`src/rtl/clkdiv_pkg.sv`:
```
package clkdiv_pkg;

  localparam int SEL_W   = 2;
  localparam int ROUTE_W = 3;

  // route codes 0..3 name a source; 4 = stop, 5 = invalid
  localparam logic [ROUTE_W-1:0] ROUTE_STOP    = 3'd4;
  localparam logic [ROUTE_W-1:0] ROUTE_INVALID = 3'd5;

  // control -> datapath strobes
  typedef struct packed {
    logic run;       // counting allowed (not stopped, valid source)
    logic srcValid;  // applied route names a real source
  } dpCtrl_t;

  // datapath -> control strobes
  typedef struct packed {
    logic edgeOk;    // safe point to switch settings this cycle
    logic level;     // current output level
  } dpStat_t;

endpackage

```
`src/rtl/clkdiv_ctrl.sv`:
```
module clkdiv_ctrl
  import clkdiv_pkg::*;
#(
  parameter int DIV_W      = 8,
  parameter int CTL_BASE   = 27,
  parameter int HAS_PHY_EN = 0,
  parameter int NUM_SRC    = 4,
  parameter logic [4*ROUTE_W-1:0] ROUTE = {ROUTE_INVALID, 3'd1, 3'd0, ROUTE_STOP}
) (
  input  logic             clk,
  input  logic             rstN,
  input  logic             wrEn,
  input  logic [31:0]      wrData,
  output logic [31:0]      rdData,
  input  dpStat_t          stat,
  output dpCtrl_t          ctl,
  output logic [SEL_W-1:0] srcIdx,
  output logic [SEL_W-1:0] actSel,
  output logic [DIV_W-1:0] actDiv,
  output logic             phyClkOn
);

  localparam int STOP_BIT = CTL_BASE;
  localparam int BUSY_BIT = CTL_BASE + 1;
  localparam int CE_BIT   = CTL_BASE + 2;
  localparam int PHY_BIT  = 26;

  localparam logic [31:0] DIV_MASK = (32'h1 << DIV_W) - 32'h1;
  localparam logic [31:0] PHY_MASK = (HAS_PHY_EN != 0) ? (32'h1 << PHY_BIT) : 32'h0;
  localparam logic [31:0] WR_MASK  = (32'h3 << 30) | (32'h1 << STOP_BIT) |
                                     (32'h1 << CE_BIT) | DIV_MASK | PHY_MASK;
  localparam logic [31:0] RST_VAL  = (32'h1 << STOP_BIT) | PHY_MASK;

  logic [31:0]        regQ;
  logic               busyQ;
  logic [SEL_W-1:0]   actSelQ;
  logic [DIV_W-1:0]   actDivQ;
  logic               apply;
  logic [ROUTE_W-1:0] routeCode;

  assign apply = busyQ && stat.edgeOk;

  always_ff @(posedge clk or negedge rstN) begin
    if (!rstN) begin
      regQ  <= RST_VAL;
      busyQ <= 1'b0;
    end else if (wrEn) begin
      regQ  <= wrData & WR_MASK;
      busyQ <= wrData[CE_BIT];
    end else if (apply) begin
      regQ[CE_BIT] <= 1'b0;
      busyQ        <= 1'b0;
    end
  end

  always_ff @(posedge clk or negedge rstN) begin
    if (!rstN) begin
      actSelQ <= '0;
      actDivQ <= '0;
    end else if (apply) begin
      actSelQ <= regQ[31:30];
      actDivQ <= regQ[DIV_W-1:0];
    end
  end

  always_comb begin
    routeCode    = ROUTE[actSelQ*ROUTE_W +: ROUTE_W];
    ctl.srcValid = (32'(routeCode) < NUM_SRC);
    ctl.run      = ctl.srcValid && !regQ[STOP_BIT];
    srcIdx       = routeCode[SEL_W-1:0];
  end

  always_comb begin
    rdData           = regQ;
    rdData[BUSY_BIT] = busyQ;
  end

  assign actSel   = actSelQ;
  assign actDiv   = actDivQ;
  assign phyClkOn = (HAS_PHY_EN != 0) && !regQ[PHY_BIT];

endmodule

```
`src/rtl/clkdiv_datapath.sv`:
```
module clkdiv_datapath
  import clkdiv_pkg::*;
#(
  parameter int DIV_W   = 8,
  parameter int COEF    = 1,
  parameter int NUM_SRC = 4
) (
  input  logic               clk,
  input  logic               rstN,
  input  logic [NUM_SRC-1:0] srcTick,
  input  dpCtrl_t            ctl,
  input  logic [SEL_W-1:0]   srcIdx,
  input  logic [DIV_W-1:0]   actDiv,
  output dpStat_t            stat,
  output logic               clkOut
);

  localparam int CNT_W = DIV_W + 2;

  logic [CNT_W-1:0] cntQ;
  logic             outQ;
  logic [3:0]       tickPad;
  logic [CNT_W-1:0] phaseLen;
  logic [CNT_W-1:0] halfLast;
  logic             tickSel;
  logic             frozen;
  logic             wrap;

  assign tickPad  = 4'(srcTick);
  assign phaseLen = ({2'b00, actDiv} + CNT_W'(1)) * CNT_W'(COEF);
  assign halfLast = phaseLen - CNT_W'(1);
  assign tickSel  = ctl.srcValid && tickPad[srcIdx];
  assign frozen   = !ctl.run && !outQ;
  assign wrap     = tickSel && (cntQ == halfLast);

  always_ff @(posedge clk or negedge rstN) begin
    if (!rstN) begin
      cntQ <= '0;
      outQ <= 1'b0;
    end else if (frozen) begin
      cntQ <= '0;
    end else if (tickSel) begin
      if (wrap) begin
        cntQ <= '0;
        outQ <= ~outQ;
      end else begin
        cntQ <= cntQ + CNT_W'(1);
      end
    end
  end

  assign stat.edgeOk = frozen || (wrap && outQ);
  assign stat.level  = outQ;
  assign clkOut      = outQ;

endmodule

```
`src/rtl/peripheral_clkdiv.sv`:
```
module peripheral_clkdiv
  import clkdiv_pkg::*;
#(
  parameter int DIV_W      = 8,
  parameter int COEF       = 1,
  parameter int CTL_BASE   = 27,
  parameter int HAS_PHY_EN = 0,
  parameter int NUM_SRC    = 4,
  parameter logic [4*ROUTE_W-1:0] ROUTE = {ROUTE_INVALID, 3'd1, 3'd0, ROUTE_STOP}
) (
  input  logic               clk,
  input  logic               rstN,
  input  logic               wrEn,
  input  logic [31:0]        wrData,
  output logic [31:0]        rdData,
  input  logic [NUM_SRC-1:0] srcTick,
  output logic               clkOut,
  output logic               phyClkOn
);

  dpCtrl_t          ctl;
  dpStat_t          stat;
  logic [SEL_W-1:0] srcIdx;
  logic [SEL_W-1:0] actSel;
  logic [DIV_W-1:0] actDiv;

  clkdiv_ctrl #(
    .DIV_W(DIV_W), .CTL_BASE(CTL_BASE), .HAS_PHY_EN(HAS_PHY_EN),
    .NUM_SRC(NUM_SRC), .ROUTE(ROUTE)
  ) u_ctrl (
    .clk(clk), .rstN(rstN), .wrEn(wrEn), .wrData(wrData), .rdData(rdData),
    .stat(stat), .ctl(ctl), .srcIdx(srcIdx), .actSel(actSel),
    .actDiv(actDiv), .phyClkOn(phyClkOn)
  );

  clkdiv_datapath #(
    .DIV_W(DIV_W), .COEF(COEF), .NUM_SRC(NUM_SRC)
  ) u_dp (
    .clk(clk), .rstN(rstN), .srcTick(srcTick), .ctl(ctl), .srcIdx(srcIdx),
    .actDiv(actDiv), .stat(stat), .clkOut(clkOut)
  );

endmodule

```
`config.mk`:
```
export PLATFORM = sky130hd
export DESIGN_NAME = peripheral_clkdiv
export DESIGN_NICKNAME = d
export VERILOG_FILES = /design/src/rtl/clkdiv_pkg.sv /design/src/rtl/clkdiv_ctrl.sv /design/src/rtl/clkdiv_datapath.sv /design/src/rtl/peripheral_clkdiv.sv
export SDC_FILE = /design/constraint.sdc
export NUM_CORES = 1
export LEC_CHECK = 0
export ABC_AREA = 1
export ABC_CLOCK_PERIOD_IN_PS = 2760
export CAP_MARGIN = 25
export CORE_ASPECT_RATIO = 1.4
export CORE_MARGIN = 4
export CORE_UTILIZATION = 50
export DETAILED_ROUTE_END_ITERATION = 8
export DONT_BUFFER_PORTS = 1
export PLACE_DENSITY = 0.74
export SLEW_MARGIN = 20
export SYNTH_ARGS = -nofsm -noshare
export SYNTH_HDL_FRONTEND = slang
export SYNTH_SLANG_ARGS = --single-unit
```
`constraint.sdc`:
```
create_clock -name clk -period 2.76 [get_ports clk]
set_input_delay 0.552 -clock clk [delete_from_list [all_inputs] [get_ports clk]]
set_output_delay 0.552 -clock clk [all_outputs]
set_load 0.03 [all_outputs]
```
==> summary.txt, run 1 <==
Yosys
  – Synth Register Bits: 33
  – Netlist cell types: 33
  – Avg Cell Area, Syn: 7.49 um^2
  – Largest cells by area after synthesis: dfrtp_1, nand2_1, buf_4
  – YS warnings: 0
  – Register area share after synthesis: 36.2%
  – Most frequent cell after synthesis: nand2_1
  – Cell Area, Synth: 0.00228 mm^2
  – Number of synthesized flops with an enable pin: 0
  – Synth top area share: 35.0%
  – Synth cell count leaders: nand2_1, dfrtp_1, inv_1
  – Ys async rst share: 100%
  – Post-synthesis cell count: 305
  – Area leader, netlist: dfrtp_1
  – Synth Flop Type: dfrtp_1

Power
  – IR drop worst, VDD: 630 uV
  – Total Power: 2.03 mW
  – Power share of the combinational group: 43.0%
  – Power per cell area: 858 mW/mm^2
  – Pint: 1.08 mW
  – Leakage power: 1.15 nW
  – Clock share of power: 19.5%
  – Sequential share of power: 37.6%
  – Sw Ratio: 46.7%
  – Net Switching: 947 uW

Setup path
  – Worst setup startpoint: u_ctrl.actDiv[0]$_DFFE_PN0P_
  – Crit. End Element: flop
  – CP Launch Type: flop
  – Data required, critical path: 2980 ps
  – Worst R2R Setup Slack: 360 ps
  – CP arrival: 2610 ps
  – Crit Path Category: reg -> reg
  – Critical path fanouts, max: 7
  – RR Endpoint: u_ctrl.actDiv[2]$_DFFE_PN0P_
  – Worst reg2reg path depth: 15
  – Worst setup endpoint: u_ctrl.actDiv[2]$_DFFE_PN0P_
  – Worst R2R Start: u_ctrl.actDiv[0]$_DFFE_PN0P_

Floorplan
  – Chip Height: 88.0 um
  – Core area: 0.00431 mm^2
  – FP Rows: 28
  – Die Width: 65.1 um
  – Die area: 0.00573 mm^2
  – Initial core utilization: 53.0%
  – Io pins: 73

STA
  – Slew @ Worst Pin: 648 ps
  – Count of final setup violators: 0
  – Relative slew slack: 56.6%
  – Final Critical Period: 2400 ps
  – Unrepaired setup endpoints after global routing: no
  – Final Max Slew Viols: 0
  – Period Utilization, post-route: 86.8%
  – Clock skew: 4.03 ps
  – Peak Freq: 417 MHz
  – Setup TNS: 0 ps
  – Hold Vio Cnt, Final: 0

Global routing
  – Overall routing resource usage: 17.7%
  – Overflow after GRT: 0
  – M1 GR Usage: 17.6%
  – First-pass GRT wire length: 7.93 mm
  – Initial antenna violation count: 0
  – Top Usage Layer GRT: met2
  – Largest net degree at the start of global routing: 33
  – Grt met2 use: 34.2%
  – Vias in the first global route: 1881
  – Met3 usage: 3.72%

Clock tree
  – Postcts setup bufs: 0
  – CTS Buffer Depth: 2
  – Clk sinks: 33
  – CTS tree: done
  – CTS H-tree lvls: 2
  – Worst-path clk slew: 70 ps
  – CTS buffer count: 5
  – Post-CTS sizing: 0
  – Root Buffer: clkbuf_8
  – Hold-fix buffers at CTS: 1
  – Worst skew pair latency: 280 ps

Finish
  – Area grow syn2layout: 3.45%
  – Antenna cells: 0
  – Util after Layout: 54.8%
  – Share of cells above drive strength 1: 15.3%
  – Final nets: 348
  – Fill count: 425

Routing
  – Final ANT Viol Nets: 0
  – Drc violations: 0
  – DR vias: 1853
  – DR pass1 iterations: 4
  – Final WL: 4.49 mm
  – Average routed wire per standard cell: 12.2 um
  – DRT iter0 DRCs: 35
  – Via/cell ratio: 5.04

Run
  – Max cap viols: 0

Placed design
  – Gpl congestion: 0.866
  – Hpwl dp: 3.52 mm
  – Buffers on Ports: 0

Min path
  – Worst Hold Class: in -> async

Status
  – Status: complete, no violations
final cells by class:
| type | count | area (um^2) | share of cell area (%) |
|---|---|---|---|
| Multi-Input combinational cell | 235 | 1220 | 51.5 |
| Sequential cell | 33 | 827 | 35.0 |
| Inverter | 29 | 109 | 4.61 |
| Clock buffer | 7 | 96.3 | 4.08 |
| Tap cell | 60 | 75.1 | 3.18 |
| Timing Repair Buffer | 3 | 35.0 | 1.48 |
| Clock inverter | 1 | 5.00 | 0.212 |
critical path: stages (launching register included):
cell and delay (ps):
dfrtp_1 430, ha_1 270, nand2_1 150, nor2_1 60
nand2_1 120, nand2_1 70, nand2_1 130, nand3_1 130
nor2_1 100, nand2_1 60, nand2_1 80, nand3_2 120
o21ai_4 240, buf_4 190, nand4_1 90, nand2_1 100
cell usage in the layout (no fill, tap or decap), drive strengths merged:
cell type	count
nor4	1
conb	20
clkinv	1
nor2	30
nand3b	1
xnor2	1
o21ai	15
inv	29
dfrtp	32
nand2	104
o21bai	2
nor3	2
clkbuf	7
nand3	23
a21oi	5
dfstp	1
nand4	12
xor2	7
mux2	10
ha	2
buf	3
sequential cells by signal (all words and copies together) (netlist names):
name	cells
u_dp.clkOut	1
u_dp.cntQ	10
u_ctrl.actDiv	8
u_ctrl.regQ	12
u_ctrl.actSel	2
how the worst min path moves through the flow:
stage | to | slack [ps]
after floorplan | u_ctrl.actDiv[0]$_DFFE_PN0P_ | 260
final | u_ctrl.regQ[30]$_DFFE_PN0P_ | 90
after global routing | u_ctrl.regQ[27]$_DFFE_PN1P_ | 90
after global placement | u_ctrl.regQ[5]$_DFFE_PN0P_ | 260
after detailed placement | u_ctrl.regQ[5]$_DFFE_PN0P_ | 260
after CTS | u_ctrl.regQ[30]$_DFFE_PN0P_ | 90
routing by layer:
| metal | routed length, um | vias up |
|---|---|---|
| li1 | - | 939 |
| met4 | 133 | 0 |
| met5 | 0 | - |
| met1 | 1690 | 846 |
| met3 | 235 | 12 |
| met2 | 2430 | 56 |
per-stage QoR:
step	instances	hold slack [ps]	worst slack, ps	instance area [um^2]
2_1_floorplan	324	256	776	2360
3_3_place_gp	359	257	444	2240
3_5_place_dp	359	257	391	2240
4_1_cts	368	85.5	368	2360
5_1_grt	368	92.1	55.3	2360
6_report	368	93.4	364	2360
power groups by stage:
stage          sequential (mW)  clock [mW]  combinational (mW)
2_1_floorplan            0.717           0               0.791
3_5_place_dp             0.768           0               0.854
3_3_place_gp             0.764           0               0.825
5_1_grt                  0.783       0.424                1.01
4_1_cts                  0.761       0.407               0.873
6_report                 0.762       0.394               0.871
cell families after synthesis:
| family | count (synthesis) | share of synthesized area (%) |
|---|---|---|
| and+or+nand+nor | 173 | 33.7 |
| buffers and inverters | 56 | 13.7 |
| DFF | 33 | 36.2 |
| AOI/OAI and AO/OA | 22 | 7.17 |
| muxes | 10 | 4.93 |
| xor gates and xnor gates | 8 | 3.07 |
| adders and majority gates | 2 | 1.10 |
| other | 1 | 0.164 |
Note: power is estimated with default switching activity, not from simulation.
==> run 2, diff against run 1 <==
--- a/config.mk
+++ b/config.mk
@@ -13,6 +13,7 @@
 export CORE_UTILIZATION = 50
 export DETAILED_ROUTE_END_ITERATION = 8
 export DONT_BUFFER_PORTS = 1
+export GPL_TIMING_DRIVEN = 0
 export PLACE_DENSITY = 0.74
 export SLEW_MARGIN = 20
 export SYNTH_ARGS = -nofsm -noshare
==> summary.txt, run 2 (synthesis results as in run 1) <==
Routing
  – Drc violations: 0 (unchanged)
  – DR vias: 1914 (was 1853)
  – DR pass1 iterations: 4 (unchanged)
  – Final ANT Viol Nets: 0 (unchanged)
  – Final WL: 4.61 mm (was 4.49 mm)
  – DRT iter0 DRCs: 52 (was 35)
  – Average routed wire per standard cell: 11.7 um (was 12.2 um)
  – Via/cell ratio: 4.87 (was 5.04)

STA
  – Setup TNS: 0 ps (unchanged)
  – Clock skew: 7.05 ps (was 4.03 ps)
  – Final setup margin: 452 ps (was 364 ps)
  – Relative slew slack: 59.0% (was 56.6%)
  – Final Max Slew Viols: 0 (unchanged)
  – Count of final setup violators: 0 (unchanged)
  – Peak Freq: 433 MHz (was 417 MHz)
  – Slew @ Worst Pin: 612 ps (was 648 ps)
  – Unrepaired setup endpoints after global routing: no (unchanged)
  – Worst hold margin: 86.0 ps (was 93.4 ps)
  – Period Utilization, post-route: 83.6% (was 86.8%)
  – Hold Vio Cnt, Final: 0 (unchanged)
  – Final Critical Period: 2310 ps (was 2400 ps)

Floorplan
  – Core area: 0.00431 mm^2 (unchanged)
  – Die Width: 65.1 um (unchanged)
  – Die area: 0.00573 mm^2 (unchanged)
  – Chip Height: 88.0 um (unchanged)
  – FP Rows: 28 (unchanged)
  – Io pins: 73 (unchanged)
  – Initial core utilization: 53.0% (unchanged)

Global routing
  – Overall routing resource usage: 18.4% (was 17.7%)
  – M1 GR Usage: 17.8% (was 17.6%)
  – First-pass GRT wire length: 8.11 mm (was 7.93 mm)
  – Overflow after GRT: 0 (unchanged)
  – Initial antenna violation count: 0 (unchanged)
  – Largest net degree at the start of global routing: 33 (unchanged)
  – Vias in the first global route: 1915 (was 1881)
  – Met3 usage: 4.49% (was 3.72%)
  – Top Usage Layer GRT: met2 (unchanged)
  – Grt met2 use: 34.0% (was 34.2%)

Finish
  – Area grow syn2layout: 12.4% (was 3.45%)
  – Max reg flops: 12 (unchanged)
  – Share of cells above drive strength 1: 21.0% (was 15.3%)
  – Post-Layout Cell Count: 393 (was 368)
  – Final Cell Area: 0.00257 mm^2 (was 0.00236 mm^2)
  – Antenna cells: 0 (unchanged)
  – Final nets: 373 (was 348)
  – Commonest non-fill, non-tap cell in the layout: nand2_1 (unchanged)
  – Top reg by flops: u_ctrl.regQ (unchanged)
  – Most frequent cells in the layout: nand2_1, dfrtp_1, inv_1 (unchanged)
  – Util after Layout: 59.6% (was 54.8%)

Placed design
  – Setup WS pre-CTS: 462 ps (was 391 ps)
  – Placed Area: 0.00243 mm^2 (was 0.00224 mm^2)
  – Hpwl dp: 3.64 mm (was 3.52 mm)
  – Buffers on Ports: 0 (unchanged)
  – Gpl congestion: 0.856 (was 0.866)
  – Cells after DPL: 384 (was 359)

Setup path
  – Crit-path leading delay family: simple AND/OR/NAND/NOR gates (unchanged)
  – Cell chain of the critical path: ha_1 > nand2_1 > nor2_1 > nand2_1 > nand2_1 > nand2_1 > nand3_1 > nor2_1 > nand2_1 > nand2_1 > nand3_2 > o21ai_4 > nand3_4 > nand2_1 > nand2_1 (was ha_1 > nand2_1 > nor2_1 > nand2_1 > nand2_1 > nand2_1 > nand3_1 > nor2_1 > nand2_1 > nand2_1 > nand3_2 > o21ai_4 > buf_4 > nand4_1 > nand2_1)
  – CP dominant cell by count: nand2_1 (unchanged)
  – Crit-path slowest cell: dfrtp_1 (unchanged)
  – Critical path fanouts, max: 10 (was 7)
  – CP arrival: 2480 ps (was 2610 ps)
  – Crit Path Category: reg -> reg (unchanged)
  – Crit. End Element: flop (unchanged)
  – Data required, critical path: 2930 ps (was 2980 ps)
  – CP max stage delay: 440 ps (was 430 ps)
  – Crit path buf inv count: 0 (was 1)
  – CP Launch Type: flop (unchanged)

Run
  – Max cap viols: 0 (unchanged)

Clock tree
  – CTS tree: done (unchanged)
  – CTS Buffer Depth: 2 (unchanged)
  – Root Buffer: clkbuf_8 (unchanged)
  – Worst skew pair latency: 290 ps (was 280 ps)
  – Clk sinks: 33 (unchanged)
  – CTS H-tree lvls: 2 (unchanged)
  – Worst-path clk slew: 70 ps (about the same)
  – CTS buffer count: 5 (unchanged)
  – Postcts setup bufs: 0 (unchanged)

Power
  – Total Power: 2.15 mW (was 2.03 mW)
  – Leakage power: 1.28 nW (was 1.15 nW)
  – Power per cell area: 838 mW/mm^2 (was 858 mW/mm^2)
  – IR drop worst, VDD: 585 uV (was 630 uV)

Status
  – Status: complete, no violations (unchanged)

Min path
  – Worst Hold Class: in -> async (unchanged)
-- run 2: metal layers --
layer / routed length (um) / up-vias
met1: 1770 / 859
li1: - / 988
met5: 0 / -
met4: 191 / 0
met3: 196 / 20
met2: 2460 / 47
-- run 2: final timing paths --
check | startpoint | endpoint | slack [ps] | cells after the start
worst min-delay path | rstN | u_ctrl.regQ[30]$_DFFE_PN0P_ | 90 | 1
worst max-delay path | u_ctrl.actDiv[0]$_DFFE_PN0P_ | u_ctrl.actSel[1]$_DFFE_PN0P_ | 450 | 15
max in group asynchronous | rstN | u_dp.cntQ[6]$_DFFE_PN0P_ | 2510 | 1
worst min register to register | u_dp.cntQ[4]$_DFFE_PN0P_ | u_dp.cntQ[4]$_DFFE_PN0P_ | 530 | 2
worst max register to register | u_ctrl.actDiv[0]$_DFFE_PN0P_ | u_ctrl.actSel[1]$_DFFE_PN0P_ | 450 | 15
min in group clk | wrData[29] | u_ctrl.regQ[29]$_DFFE_PN0P_ | 380 | 2
-- run 2: area by class of cell --
cell class / count / area [um^2]
sequential: 33 / 827
clock inverter: 1 / 30.0
timing repair buffer: 1 / 20.0
multi-input combinational: 235 / 1220
fill: 398 / 1740
tap: 60 / 75.1
buffer: 27 / 204
inverter: 29 / 109
clock buffer: 7 / 86.3
-- run 2: timing repair --
action,CTS,global route
hold buffers,1,0
resized for setup,0,0
hold endpoints to repair,32,0
endpoints found under the setup margin,0,0
-- run 2: worst reg2reg max path: cells and delay by family, from the launching register on --
| kind | cells | cell delay (ps) |
|---|---|---|
| compound gates | 1 | 210 |
| fa+ha+maj | 1 | 270 |
| flops | 1 | 440 |
| simple gates | 13 | 1290 |
-- run 2: where the power goes --
| group | switching [mW] | internal, mW | total [mW] |
|---|---|---|---|
| Combinational | 0.622 | 0.323 | 0.945 |
| Sequential | 0.160 | 0.581 | 0.741 |
| Clock | 0.172 | 0.294 | 0.466 |
==> run 3, diff against run 2 <==
--- a/config.mk
+++ b/config.mk
@@ -5,8 +5,8 @@
 export SDC_FILE = /design/constraint.sdc
 export NUM_CORES = 1
 export LEC_CHECK = 0
-export ABC_AREA = 1
-export ABC_CLOCK_PERIOD_IN_PS = 2760
+export ABC_AREA = 0
+export ABC_CLOCK_PERIOD_IN_PS = 2100
 export CAP_MARGIN = 25
 export CORE_ASPECT_RATIO = 1.4
 export CORE_MARGIN = 4
@@ -14,7 +14,7 @@
 export DETAILED_ROUTE_END_ITERATION = 8
 export DONT_BUFFER_PORTS = 1
 export GPL_TIMING_DRIVEN = 0
-export PLACE_DENSITY = 0.74
+export PLACE_DENSITY = 0.77
 export SLEW_MARGIN = 20
 export SYNTH_ARGS = -nofsm -noshare
 export SYNTH_HDL_FRONTEND = slang
==> constraint.sdc (replaced) <==
create_clock -name clk -period 2.1 [get_ports clk]
set_input_delay 0.42 -clock clk [delete_from_list [all_inputs] [get_ports clk]]
set_output_delay 0.42 -clock clk [all_outputs]
set_load 0.03 [all_outputs]
==> summary.txt, run 3 <==
Status
  – Status: complete, but fails checks (was complete, no violations)
  – Violated checks: negative setup slack

Yosys
  – Netlist cell types: 61 (was 33)
  – Synth cell count leaders: dfrtp_1, buf_4, nand3_1 (was nand2_1, dfrtp_1, inv_1)
  – Cell Area, Synth: 0.00263 mm^2 (was 0.00228 mm^2)
  – Post-synthesis cell count: 296 (was 305)
  – Synth top area share: 30.5% (was 35.0%)
  – Number of synthesized flops with an enable pin: 0 (unchanged)
  – Most frequent cell after synthesis: dfrtp_1 (was nand2_1)
  – YS warnings: 0 (unchanged)
  – Largest cells by area after synthesis: dfrtp_1, buf_4, mux2_2 (was dfrtp_1, nand2_1, buf_4)
  – Avg Cell Area, Syn: 8.88 um^2 (was 7.49 um^2)
  – Ys async rst share: 100% (unchanged)
  – Synth Register Bits: 33 (unchanged)
  – Register area share after synthesis: 31.5% (was 36.2%)
  – Synth Flop Type: dfrtp_1 (unchanged)
  – Area leader, netlist: dfrtp_1 (unchanged)

STA
  – Unrepaired setup endpoints after global routing: yes (was no)
  – Clock skew: 7.99 ps (was 7.05 ps)
  – Final Critical Period: 2850 ps (was 2310 ps)
  – Final setup margin: -755 ps (was 452 ps)
  – Final Max Slew Viols: 0 (unchanged)
  – Slew @ Worst Pin: 777 ps (was 612 ps)
  – Count of final setup violators: 22 (was 0)
  – Period Utilization, post-route: 136% (was 83.6%)
  – Peak Freq: 350 MHz (was 433 MHz)
  – Hold Vio Cnt, Final: 0 (unchanged)
  – Relative slew slack: 48.0% (was 59.0%)

Routing
  – DRT iter0 DRCs: 141 (was 52)
  – DR pass1 iterations: 4 (unchanged)
  – Drc violations: 0 (unchanged)
  – Final WL: 6.85 mm (was 4.61 mm)
  – Via/cell ratio: 6.04 (was 4.87)
  – DR vias: 2440 (was 1914)
  – Final ANT Viol Nets: 0 (unchanged)
  – Average routed wire per standard cell: 17.0 um (was 11.7 um)

Setup path
  – CP arrival: 3010 ps (was 2480 ps)
  – Critical path fanouts, max: 5 (was 10)
  – Crit. End Element: flop (unchanged)
  – Cell chain of the critical path: ha_4 > xor2_2 > or3_4 > a2111oi_4 > nand4_1 > or3_4 > buf_6 > mux2_4 (was ha_1 > nand2_1 > nor2_1 > nand2_1 > nand2_1 > nand2_1 > nand3_1 > nor2_1 > nand2_1 > nand2_1 > nand3_2 > o21ai_4 > nand3_4 > nand2_1 > nand2_1)
  – RR Endpoint: u_dp.clkOut$_DFFE_PN0P_ (was u_ctrl.actSel[1]$_DFFE_PN0P_)
  – CP Launch Type: flop (unchanged)
  – Crit-path slowest cell: or3_4 (was dfrtp_1)
  – CP max stage delay: 480 ps (was 440 ps)
  – Worst R2R Start: u_ctrl.actDiv[1]$_DFFE_PN0P_ (was u_ctrl.actDiv[0]$_DFFE_PN0P_)
  – Worst reg2reg path depth: 8 (was 15)
  – Data required, critical path: 2260 ps (was 2930 ps)
  – Crit Path Category: reg -> reg (unchanged)
  – CP dominant cell by count: or3_4 (was nand2_1)
  – Worst R2R Setup Slack: -750 ps (was 450 ps)

Power
  – Net Switching: 1.70 mW (was 954 uW)
  – Power per cell area: 1160 mW/mm^2 (was 838 mW/mm^2)
  – Power share of the combinational group: 61.3% (was 43.9%)
  – Sequential share of power: 25.5% (was 34.4%)
  – Clock share of power: 13.2% (was 21.7%)
  – Sw Ratio: 45.8% (was 44.3%)
  – Leakage power: 1.34 nW (was 1.28 nW)
  – IR drop worst, VDD: 758 uV (was 585 uV)
  – Pint: 2.01 mW (was 1.20 mW)

Min path
  – HP Start: wrData[29]
  – Hold path depth: 2
  – Worst Hold Class: in -> reg (was in -> async)
  – Hold EP: u_ctrl.regQ[29]$_DFFE_PN0P_

Clock tree
  – Root Buffer: clkbuf_8 (unchanged)
  – CTS buffer count: 5 (unchanged)
  – CTS Buffer Depth: 2 (unchanged)
  – Worst skew pair latency: 280 ps (was 290 ps)
  – CTS H-tree lvls: 2 (unchanged)
  – Clk sinks: 33 (unchanged)
  – CTS tree: done (unchanged)
  – Worst-path clk slew: 70 ps (about the same)

Floorplan
  – FP Rows: 31 (was 28)
  – Initial core utilization: 51.3% (was 53.0%)
  – Die Width: 69.3 um (was 65.1 um)
  – Io pins: 73 (unchanged)
  – Die area: 0.00649 mm^2 (was 0.00573 mm^2)
  – Core area: 0.00512 mm^2 (was 0.00431 mm^2)
  – Chip Height: 93.8 um (was 88.0 um)

Finish
  – Share of cells above drive strength 1: 30.5% (was 21.0%)
  – Final nets: 378 (was 373)
  – Most frequent cells in the layout: buf_4, dfrtp_1, conb_1 (was nand2_1, dfrtp_1, inv_1)
  – Max reg flops: 12 (unchanged)
  – Area grow syn2layout: 21.7% (was 12.4%)
  – Antenna cells: 0 (unchanged)
  – Commonest non-fill, non-tap cell in the layout: buf_4 (was nand2_1)
  – Top reg by flops: u_ctrl.regQ (unchanged)
  – Post-Layout Cell Count: 404 (was 393)

Global routing
  – Overflow after GRT: 0 (unchanged)
  – Overall routing resource usage: 20.4% (was 18.4%)
  – First-pass GRT wire length: 11.0 mm (was 8.11 mm)
  – Initial antenna violation count: 0 (unchanged)
  – Largest net degree at the start of global routing: 34 (was 33)
  – Vias in the first global route: 2402 (was 1915)

Placed design
  – Buffers on Ports: 0 (unchanged)
  – Cells after DPL: 381 (was 384)
  – Gpl congestion: 0.945 (was 0.856)
  – Setup WS pre-CTS: -1120 ps (was 462 ps)
  – Hpwl dp: 4.78 mm (was 3.64 mm)

Run
  – Max cap viols: 0 (unchanged)
## run 3: changes by cell type in the layout (fill, tap and decap cells not counted), sizes merged, moves of 9 or more
cell and change:
buf +24, a311o +10, xnor2 +9, inv -16, nor3 +10, and3 +12, nor4 +10, nor2 -20
nand2 -90, a31oi +12, clkbuf +12
## run 3: how the worst max path moves through the flow
stage	start	end	slack, ps	cells past startpoint
final	u_ctrl.actDiv[1]$_DFFE_PN0P_	u_dp.clkOut$_DFFE_PN0P_	-750	8
after global routing	u_ctrl.actDiv[1]$_DFFE_PN0P_	u_dp.clkOut$_DFFE_PN0P_	-820	8
after CTS	u_ctrl.actDiv[1]$_DFFE_PN0P_	u_dp.clkOut$_DFFE_PN0P_	-840	11
after detailed placement	u_ctrl.actDiv[1]$_DFFE_PN0P_	u_dp.clkOut$_DFFE_PN0P_	-1120	12
after global placement	u_ctrl.actDiv[1]$_DFFE_PN0P_	u_dp.clkOut$_DFFE_PN0P_	-1090	12
after floorplan	u_ctrl.actDiv[1]$_DFFE_PN0P_	u_dp.clkOut$_DFFE_PN0P_	-850	12
## run 3: final cells by class
class                   count  area (um^2)
plain buffers              47          317
clock buffers               8         90.1
fillers                   437         1920
inverters                  13         48.8
multi-input cells         220         1660
flip-flops and latches     33          828
well taps                  66         82.6
repair buffers             17          175
## run 3: kinds of logic (layout without fill, tap and decap cells)
group / count (synthesis) / count (layout) / synth area share, %
xor gates and xnor gates: 18 / 18 / 6.29
muxes: 13 / 13 / 6.00
other: 1 / 20 / 0.143
buffers and inverters: 62 / 85 / 14.1
adders and majority gates: 2 / 2 / 0.952
AOI/OAI and AO/OA: 69 / 69 / 20.4
DFF: 33 / 33 / 31.5
and+or+nand+nor: 98 / 98 / 20.6
## run 3: worst max-delay path: cells and delay by family (launching register included)
kind / cells / cell delay [ps]
buffers and inverters: 1 / 150
and+or+nand+nor: 3 / 1060
muxes: 1 / 290
DFF: 1 / 430
xor gates and xnor gates: 1 / 150
AOI/OAI and AO/OA: 1 / 380
adders and majority gates: 1 / 270
## run 3: timing repair
| item | 4_1_cts | 5_1_grt |
|---|---|---|
| endpoints found under the hold margin | 33 | 0 |
| pin swaps | 14 | 12 |
| hold buffers | 2 | 0 |
| setup buffers | 12 | 3 |
| endpoints found under the setup margin | 22 | 22 |
| gates resized for setup | 14 | 9 |
## run 3: per-stage QoR
step / total power [mW] / area, um^2 / TNS [ps] / hold WS [ps] / util (%)
after CTS: 3.55 / 3140 / -16820 / 252 / 61.3
after global placement: 2.81 / 2840 / -20310 / 125 / 55.4
after detailed placement: 2.85 / 2840 / -21200 / 125 / 55.4
final: 3.71 / 3200 / -15610 / 256 / 62.5
after global routing: 3.93 / 3200 / -17300 / 271 / 62.5
after floorplan: 2.48 / 2760 / -15300 / 124 / -
## run 3: per-layer routing
metal	routed length (um)	track usage (%)	part of all wire, %
met5	0	0	0
met4	207	10.6	3.0
met3	426	3.43	6.2
met2	3630	38.0	53
met1	2590	21.8	38
## run 3: power by group through the flow
| stage | registers (mW) | logic (mW) | clock network (mW) |
|---|---|---|---|
| 5_1_grt | 0.961 | 2.44 | 0.523 |
| 6_report | 0.946 | 2.27 | 0.488 |
| 2_1_floorplan | 0.915 | 1.56 | 0 |
| 4_1_cts | 0.941 | 2.11 | 0.497 |
| 3_3_place_gp | 0.952 | 1.86 | 0 |
| 3_5_place_dp | 0.959 | 1.89 | 0 |
